`config.mk`:
```
export PLATFORM = sky130hd
export DESIGN_NAME = pcsr_unit
export DESIGN_NICKNAME = d
export VERILOG_FILES = /design/src/rtl/pcsr_pkg.sv /design/src/rtl/pcsr_range_guard.sv /design/src/rtl/pcsr_seq_adv.sv /design/src/rtl/pcsr_restore_filter.sv /design/src/rtl/pcsr_unit.sv
export SDC_FILE = /design/constraint.sdc
export NUM_CORES = 1
export LEC_CHECK = 0
export CAP_MARGIN = 20
export CORE_MARGIN = 4
export CORE_UTILIZATION = 41
export DETAILED_ROUTE_END_ITERATION = 8
export GPL_TIMING_DRIVEN = 0
export PLACE_DENSITY = 0.88
export SYNTH_ARGS = -nofsm -noshare
export SYNTH_HDL_FRONTEND = slang
export SYNTH_HIERARCHICAL = 1
export SYNTH_SLANG_ARGS = --single-unit
```
`constraint.sdc`:
```
create_clock -name clk_i -period 4.2 [get_ports clk_i]
set_input_delay 0.84 -clock clk_i [delete_from_list [all_inputs] [get_ports clk_i]]
set_output_delay 0.84 -clock clk_i [all_outputs]
set_load 0.005 [all_outputs]
```
`src/rtl/pcsr_pkg.sv`:
```
package pcsr_pkg;
    parameter int unsigned PC_W   = 26;
    parameter int unsigned FLAG_W = 6;
    parameter int unsigned MODE_W = 2;
    parameter int unsigned COND_W = 4;
    localparam int unsigned WORD_W = FLAG_W + PC_W;
    localparam int unsigned ADDR_W = PC_W - MODE_W;

    typedef enum logic [MODE_W-1:0] {
        MODE_USR = 2'b00,
        MODE_FIQ = 2'b01,
        MODE_IRQ = 2'b10,
        MODE_SVC = 2'b11
    } cpu_mode_e;

    typedef struct packed {
        logic [COND_W-1:0] cond;
        logic              irq_off;
        logic              fiq_off;
    } flags_t;

    typedef struct packed {
        flags_t            flags;
        logic [ADDR_W-1:0] addr;
        cpu_mode_e         mode;
    } pcsr_word_t;

    typedef struct packed {
        pcsr_word_t word;
        logic       fault;
    } pcsr_state_t;
endpackage

```
`src/rtl/pcsr_range_guard.sv`:
```
module pcsr_range_guard
    import pcsr_pkg::*;
#(
    parameter int unsigned BUS_W = 32
) (
    input  logic                  branch_i,
    input  logic                  compat_i,
    input  logic [BUS_W-PC_W-1:0] high_bits_i,
    output logic                  take_o,
    output logic                  refuse_o
);
    logic beyond;

    generate
        if (BUS_W > PC_W) begin : g_wide
            assign beyond = |high_bits_i;
        end else begin : g_narrow
            assign beyond = 1'b0;
        end
    endgenerate

    assign refuse_o = branch_i & compat_i & beyond;
    assign take_o   = branch_i & ~refuse_o;
endmodule

```
`src/rtl/pcsr_seq_adv.sv`:
```
module pcsr_seq_adv
    import pcsr_pkg::*;
(
    input  logic [ADDR_W-1:0] cur_addr_i,
    input  logic [ADDR_W-1:0] target_addr_i,
    input  logic              step_i,
    input  logic              branch_req_i,
    input  logic              branch_take_i,
    output logic [ADDR_W-1:0] next_addr_o
);
    localparam logic [ADDR_W-1:0] ONE_WORD = {{(ADDR_W-1){1'b0}}, 1'b1};

    always_comb begin
        next_addr_o = cur_addr_i;
        if (branch_take_i) begin
            next_addr_o = target_addr_i;
        end else if (!branch_req_i && step_i) begin
            next_addr_o = cur_addr_i + ONE_WORD;
        end
    end
endmodule

```
`src/rtl/pcsr_restore_filter.sv`:
```
module pcsr_restore_filter
    import pcsr_pkg::*;
(
    input  pcsr_word_t cur_i,
    input  pcsr_word_t saved_i,
    output pcsr_word_t out_o
);
    always_comb begin
        out_o = saved_i;
        if (cur_i.mode == MODE_USR) begin
            out_o.flags.irq_off = cur_i.flags.irq_off;
            out_o.flags.fiq_off = cur_i.flags.fiq_off;
            out_o.mode          = cur_i.mode;
        end
    end
endmodule

```
`src/rtl/pcsr_unit.sv`:
```
module pcsr_unit
    import pcsr_pkg::*;
#(
    parameter int unsigned BUS_W = 32
) (
    input  logic              clk_i,
    input  logic              rst_ni,
    input  logic              step_i,
    input  logic              branch_i,
    input  logic [BUS_W-1:0]  branch_target_i,
    input  logic              compat_i,
    input  logic              flags_we_i,
    input  logic [COND_W-1:0] alu_flags_i,
    input  logic              exc_i,
    input  logic [MODE_W-1:0] exc_mode_i,
    input  logic [PC_W-1:0]   exc_vector_i,
    input  logic              restore_i,
    input  logic [WORD_W-1:0] restore_word_i,
    output logic [BUS_W-1:0]  fetch_addr_o,
    output logic [WORD_W-1:0] word_o,
    output logic              fault_o
);
    localparam pcsr_state_t RESET_ST = '{
        word:  '{flags: '{cond: '0, irq_off: 1'b1, fiq_off: 1'b1},
                 addr:  '0,
                 mode:  MODE_SVC},
        fault: 1'b0
    };

    pcsr_state_t       state_d, state_q;
    logic              br_take, br_refuse;
    logic [ADDR_W-1:0] seq_addr;
    pcsr_word_t        restored;
    cpu_mode_e         new_mode;
    logic              unused_low;

    assign unused_low = ^{branch_target_i[MODE_W-1:0], exc_vector_i[MODE_W-1:0]};
    assign new_mode   = cpu_mode_e'(exc_mode_i);

    pcsr_range_guard #(.BUS_W(BUS_W)) guard_i (
        .branch_i    (branch_i),
        .compat_i    (compat_i),
        .high_bits_i (branch_target_i[BUS_W-1:PC_W]),
        .take_o      (br_take),
        .refuse_o    (br_refuse)
    );

    pcsr_seq_adv adv_i (
        .cur_addr_i    (state_q.word.addr),
        .target_addr_i (branch_target_i[PC_W-1:MODE_W]),
        .step_i        (step_i),
        .branch_req_i  (branch_i),
        .branch_take_i (br_take),
        .next_addr_o   (seq_addr)
    );

    pcsr_restore_filter filt_i (
        .cur_i   (state_q.word),
        .saved_i (pcsr_word_t'(restore_word_i)),
        .out_o   (restored)
    );

    always_comb begin
        state_d = state_q;
        if (restore_i) begin
            state_d.word  = restored;
            state_d.fault = 1'b0;
        end else if (exc_i) begin
            state_d.word.mode          = new_mode;
            state_d.word.flags.irq_off = 1'b1;
            if (new_mode == MODE_FIQ) begin
                state_d.word.flags.fiq_off = 1'b1;
            end
            state_d.word.addr = exc_vector_i[PC_W-1:MODE_W];
            state_d.fault     = 1'b0;
        end else begin
            state_d.word.addr = seq_addr;
            if (flags_we_i) begin
                state_d.word.flags.cond = alu_flags_i;
            end
            if (branch_i) begin
                state_d.fault = br_refuse;
            end
        end
    end

    always_ff @(posedge clk_i) begin
        if (!rst_ni) begin
            state_q <= RESET_ST;
        end else begin
            state_q <= state_d;
        end
    end

    assign word_o       = state_q.word;
    assign fault_o      = state_q.fault;
    assign fetch_addr_o = {{(BUS_W-PC_W){1'b0}}, state_q.word.addr, {MODE_W{1'b0}}};
endmodule

```
==> out/metrics.yaml <==
finish:
  design.final.nets: 595
  drive_above_1_share: 0.1792
  nFillCells: 563
  multiInputGateArea_um2: 1518
  regArea_um2: 660.6
  area_growth_pct: 55.20
  antenna-diode-count: 0
clock_tree:
  ctsLongestPathBuffers: 2
  clock_tree.htree_level_count: 2
  ctsRootBufferMaster: "clkbuf_8"
  number_of_buffers_added_to_fix_hold_violations_after_cts: 0
  post-cts-setup-buffers: 0
  tritoncts_clock_tree: "built"
  cts_resized: 0
  worstSkewPairLatency_ps: 280
  clock-sinks: 33
  cts.clk_slew.worst_paths_ps: 70
  numCtsBuffers: 5
drt:
  post-route-drc-count: 0
  met2_wirelength_mm: 4.552
  met1_length_mm: 3.703
  antenna_violating_nets_post_route: 0
  dr_wl_met3_um: 735
  first_pass_iters: 4
  vias: 2917
  initialDrtViolationCount: 77
  routed_via_density: 5.136
  wl_per_cell_um: 16.16
  totalWireLength_mm: 9.178
  highest_routed_metal_layer: "met4"
global_routing:
  first_pass_grt_wire_length_mm: 14.68
  grt.overflow.total: 0
  via_count_of_the_first_global_routing_pass: 2912
  largest_net_degree_at_the_start_of_global_routing: 11
  grt_antenna_before_repair: 0
  track_usage: 0.2217
min_path:
  hold_wc_path_type: "reg2reg"
  min_delay_path_depth: 2
setup_path:
  timing.rr.start: "fetch_addr_o[2]"
  critical_path_buf_inv_count: 3
  rrSetupSlack_ps: 1780
  critical_path.max_fanout: 10
  setup.worst_path.start_class: "input port"
  cp-end-kind: "register"
  cpLargestDelayFamily: "buffers and inverters"
  worst-endpoint-arrival_ps: 3670
  worst_setup_path_startpoint: "branch_i"
  worst_r2r_endpoint: "fetch_addr_o[22]"
  critical_path_required_ps: 4340
  criticalPathCategory: "in2reg"
  crit_chain: "clkdlybuf4s50_1 -> or3b_2 -> o22ai_1 -> clkbuf_1 -> clkbuf_1 -> o21ai_0 -> mux2i_1 -> a21oi_1"
  critical-path-top-cell-by-count: "clkbuf_1"
  critPathCapture: "fetch_addr_o[10]"
  crit_cells: 8
  r2r.worst_path.cells: 8
  slowest_cp_cell: "clkdlybuf4s50_1"
  critical_path.max_stage_delay_ps: 650
sta:
  maximum_operating_frequency_mhz: 283.2
  final_hold_viol_count: 0
  report.final.setup_viol: 0
  final_min_period_over_clock_period: 0.8407
  worst-slew-pin-transition_ps: 650.0
  finalSetupTns_ps: 0
  timing.clock.skew_ps: 7.844
  report.final.slew_viol_count: 0
  grt_setup_unrepaired: "false"
  maxSlewHeadroom: 0.5666
  post-route-min-period_ps: 3531
outcome:
  run_status: "completed"
yosys:
  synthDominantCellAreaShare: 0.2399
  postSynthAreaPerCell_um2: 7.913
  synth_ff_type: "dfxtp_1"
  yosys_register_bits: 33
  netlist_top_cells_area: "dfxtp_1, buf_4, mux2i_1"
  register_area_share_after_synthesis: 0.2399
  async_flop_share: 0
  synth_enable_flop_cells: 0
  post_synth_num_cell_types: 42
  post_synth_instance_area_um2: 2754
  yosys_warnings: 6
  synthCells: 348
  synth_top_area_cell: "dfxtp_1"
floorplan:
  placeable_core_region_um2: 6422
  placementRows: 29
  top_level_ports: 169
  die-area_um2: 8092
  die_width_um: 89.96
  floorplan.die.height_um: 89.96
  initial_utilization: 0.4288
power_and_ir_drop:
  leakagePower_nw: 1.719
  combinationalPowerShare: 0.330
  worst_ir_drop_vdd_uv: 135.3
  clk_network_pwr_share: 0.306
  share_seq_of_total_power: 0.364
  power_mw: 1.027
  pwr_density_cell_nw_per_um2: 240.2
  swShare: 0.2667
  total_switching_power_mw: 0.2738
  internal-power_mw: 0.7527
job:
  drv_cap: 0
place:
  gp_congestion: 0.8553
  io_buffers: 128
  place.detailed.hpwl_mm: 7.426
[final cells by class]
| class | instances | area share |
|---|---|---|
| buffer | 80 | 0.1355 |
| clock buffer | 7 | 0.02020 |
| clock inverter | 1 | 0.007026 |
| inverter | 6 | 0.005269 |
| multi-input combinational | 236 | 0.3551 |
| sequential | 33 | 0.1546 |
| tap | 77 | 0.02254 |
| timing repair buffer | 128 | 0.2998 |
[Yosys cell counts (3+ instances only)]
| cell | number |
|---|---|
| xor2_1 | 3 |
| mux2_4 | 3 |
| a21oi_1 | 28 |
| xnor2_1 | 8 |
| clkbuf_1 | 11 |
| or4_1 | 7 |
| nand4_1 | 4 |
| a31oi_1 | 8 |
| nand2_1 | 26 |
| mux2i_1 | 32 |
| inv_1 | 5 |
| nor3_1 | 5 |
| o21ai_0 | 41 |
| dfxtp_1 | 33 |
| or4_4 | 3 |
| nor2_1 | 11 |
| o21ai_1 | 7 |
| o211ai_1 | 4 |
| buf_4 | 60 |
| nand3_1 | 12 |
| buf_2 | 4 |
| or3_1 | 6 |
| nor2b_1 | 4 |
[worst min-delay path, stage by stage (launching register included)]
cell and delay (ps):
dfxtp_1 310, mux2i_1 110, a21oi_1 70
[cells in the final DEF (no fill, tap or decap), types with 4 or more instances in the layout]
cell type,instances
buf_4,60
xnor2_1,8
o211ai_1,4
nor3_1,5
o21ai_1,7
conb_1,8
dfxtp_1,33
inv_1,5
a31oi_1,8
or4_1,7
a21oi_1,28
nor2_1,11
clkbuf_8,6
or3_1,6
nand3_1,12
nand4_1,4
clkdlybuf4s50_1,128
o21ai_0,41
nor2b_1,4
buf_2,4
mux2i_1,32
clkbuf_1,12
nand2_1,26
[kinds of logic after synthesis]
logic type      Yosys count  share of synthesized area
flops                    33                     0.2399
fa+ha+maj                 1                   0.004543
compound gates           93                     0.1817
simple gates             87                     0.1822
mux                      36                     0.1368
buf+inv                  86                     0.2185
other cells               1                   0.001362
xor+xnor                 11                    0.03499
[worst min path at each step]
stage | from | endpoint
6_report | word_o[30] | word_o[30]
5_1_grt | word_o[28] | word_o[28]
4_1_cts | word_o[31] | word_o[31]
3_5_place_dp | word_o[31] | word_o[31]
3_3_place_gp | word_o[28] | word_o[28]
2_1_floorplan | fault_o | fault_o
[per-stage QoR]
stage          instances    util  hold slack, ps  instance area (um^2)  setup WS (ps)
6_report             568  0.6655           545.1                  4274          669.1
2_1_floorplan        355       -           518.2                  2780           1614
5_1_grt              568  0.6655           583.4                  4274          440.0
4_1_cts              568  0.6655           545.8                  4274          694.0
3_3_place_gp         560  0.6474           526.1                  4158          418.6
3_5_place_dp         560  0.6474           535.2                  4158          397.2
[power groups by stage]
stage                     registers [mW]  clock network, mW  logic [mW]
after detailed placement           0.380                  0       0.339
after CTS                          0.373              0.321       0.340
after global placement             0.379                  0       0.331
after global routing               0.378              0.332       0.366
final                              0.373              0.315       0.339
after floorplan                    0.374                  0       0.157
[per-layer routing]
layer / global-route usage / vias to the layer above
met5: 0 / -
met4: 0.06760 / 0
met2: 0.3860 / 121
met3: 0.06010 / 15
met1: 0.2661 / 1320
li1: - / 1461
[sequential cells by signal, indices dropped and copies added (netlist names)]
name          count
word_o            8
fault_o           1
fetch_addr_o     24
Note: power is estimated with default switching activity, not from simulation.
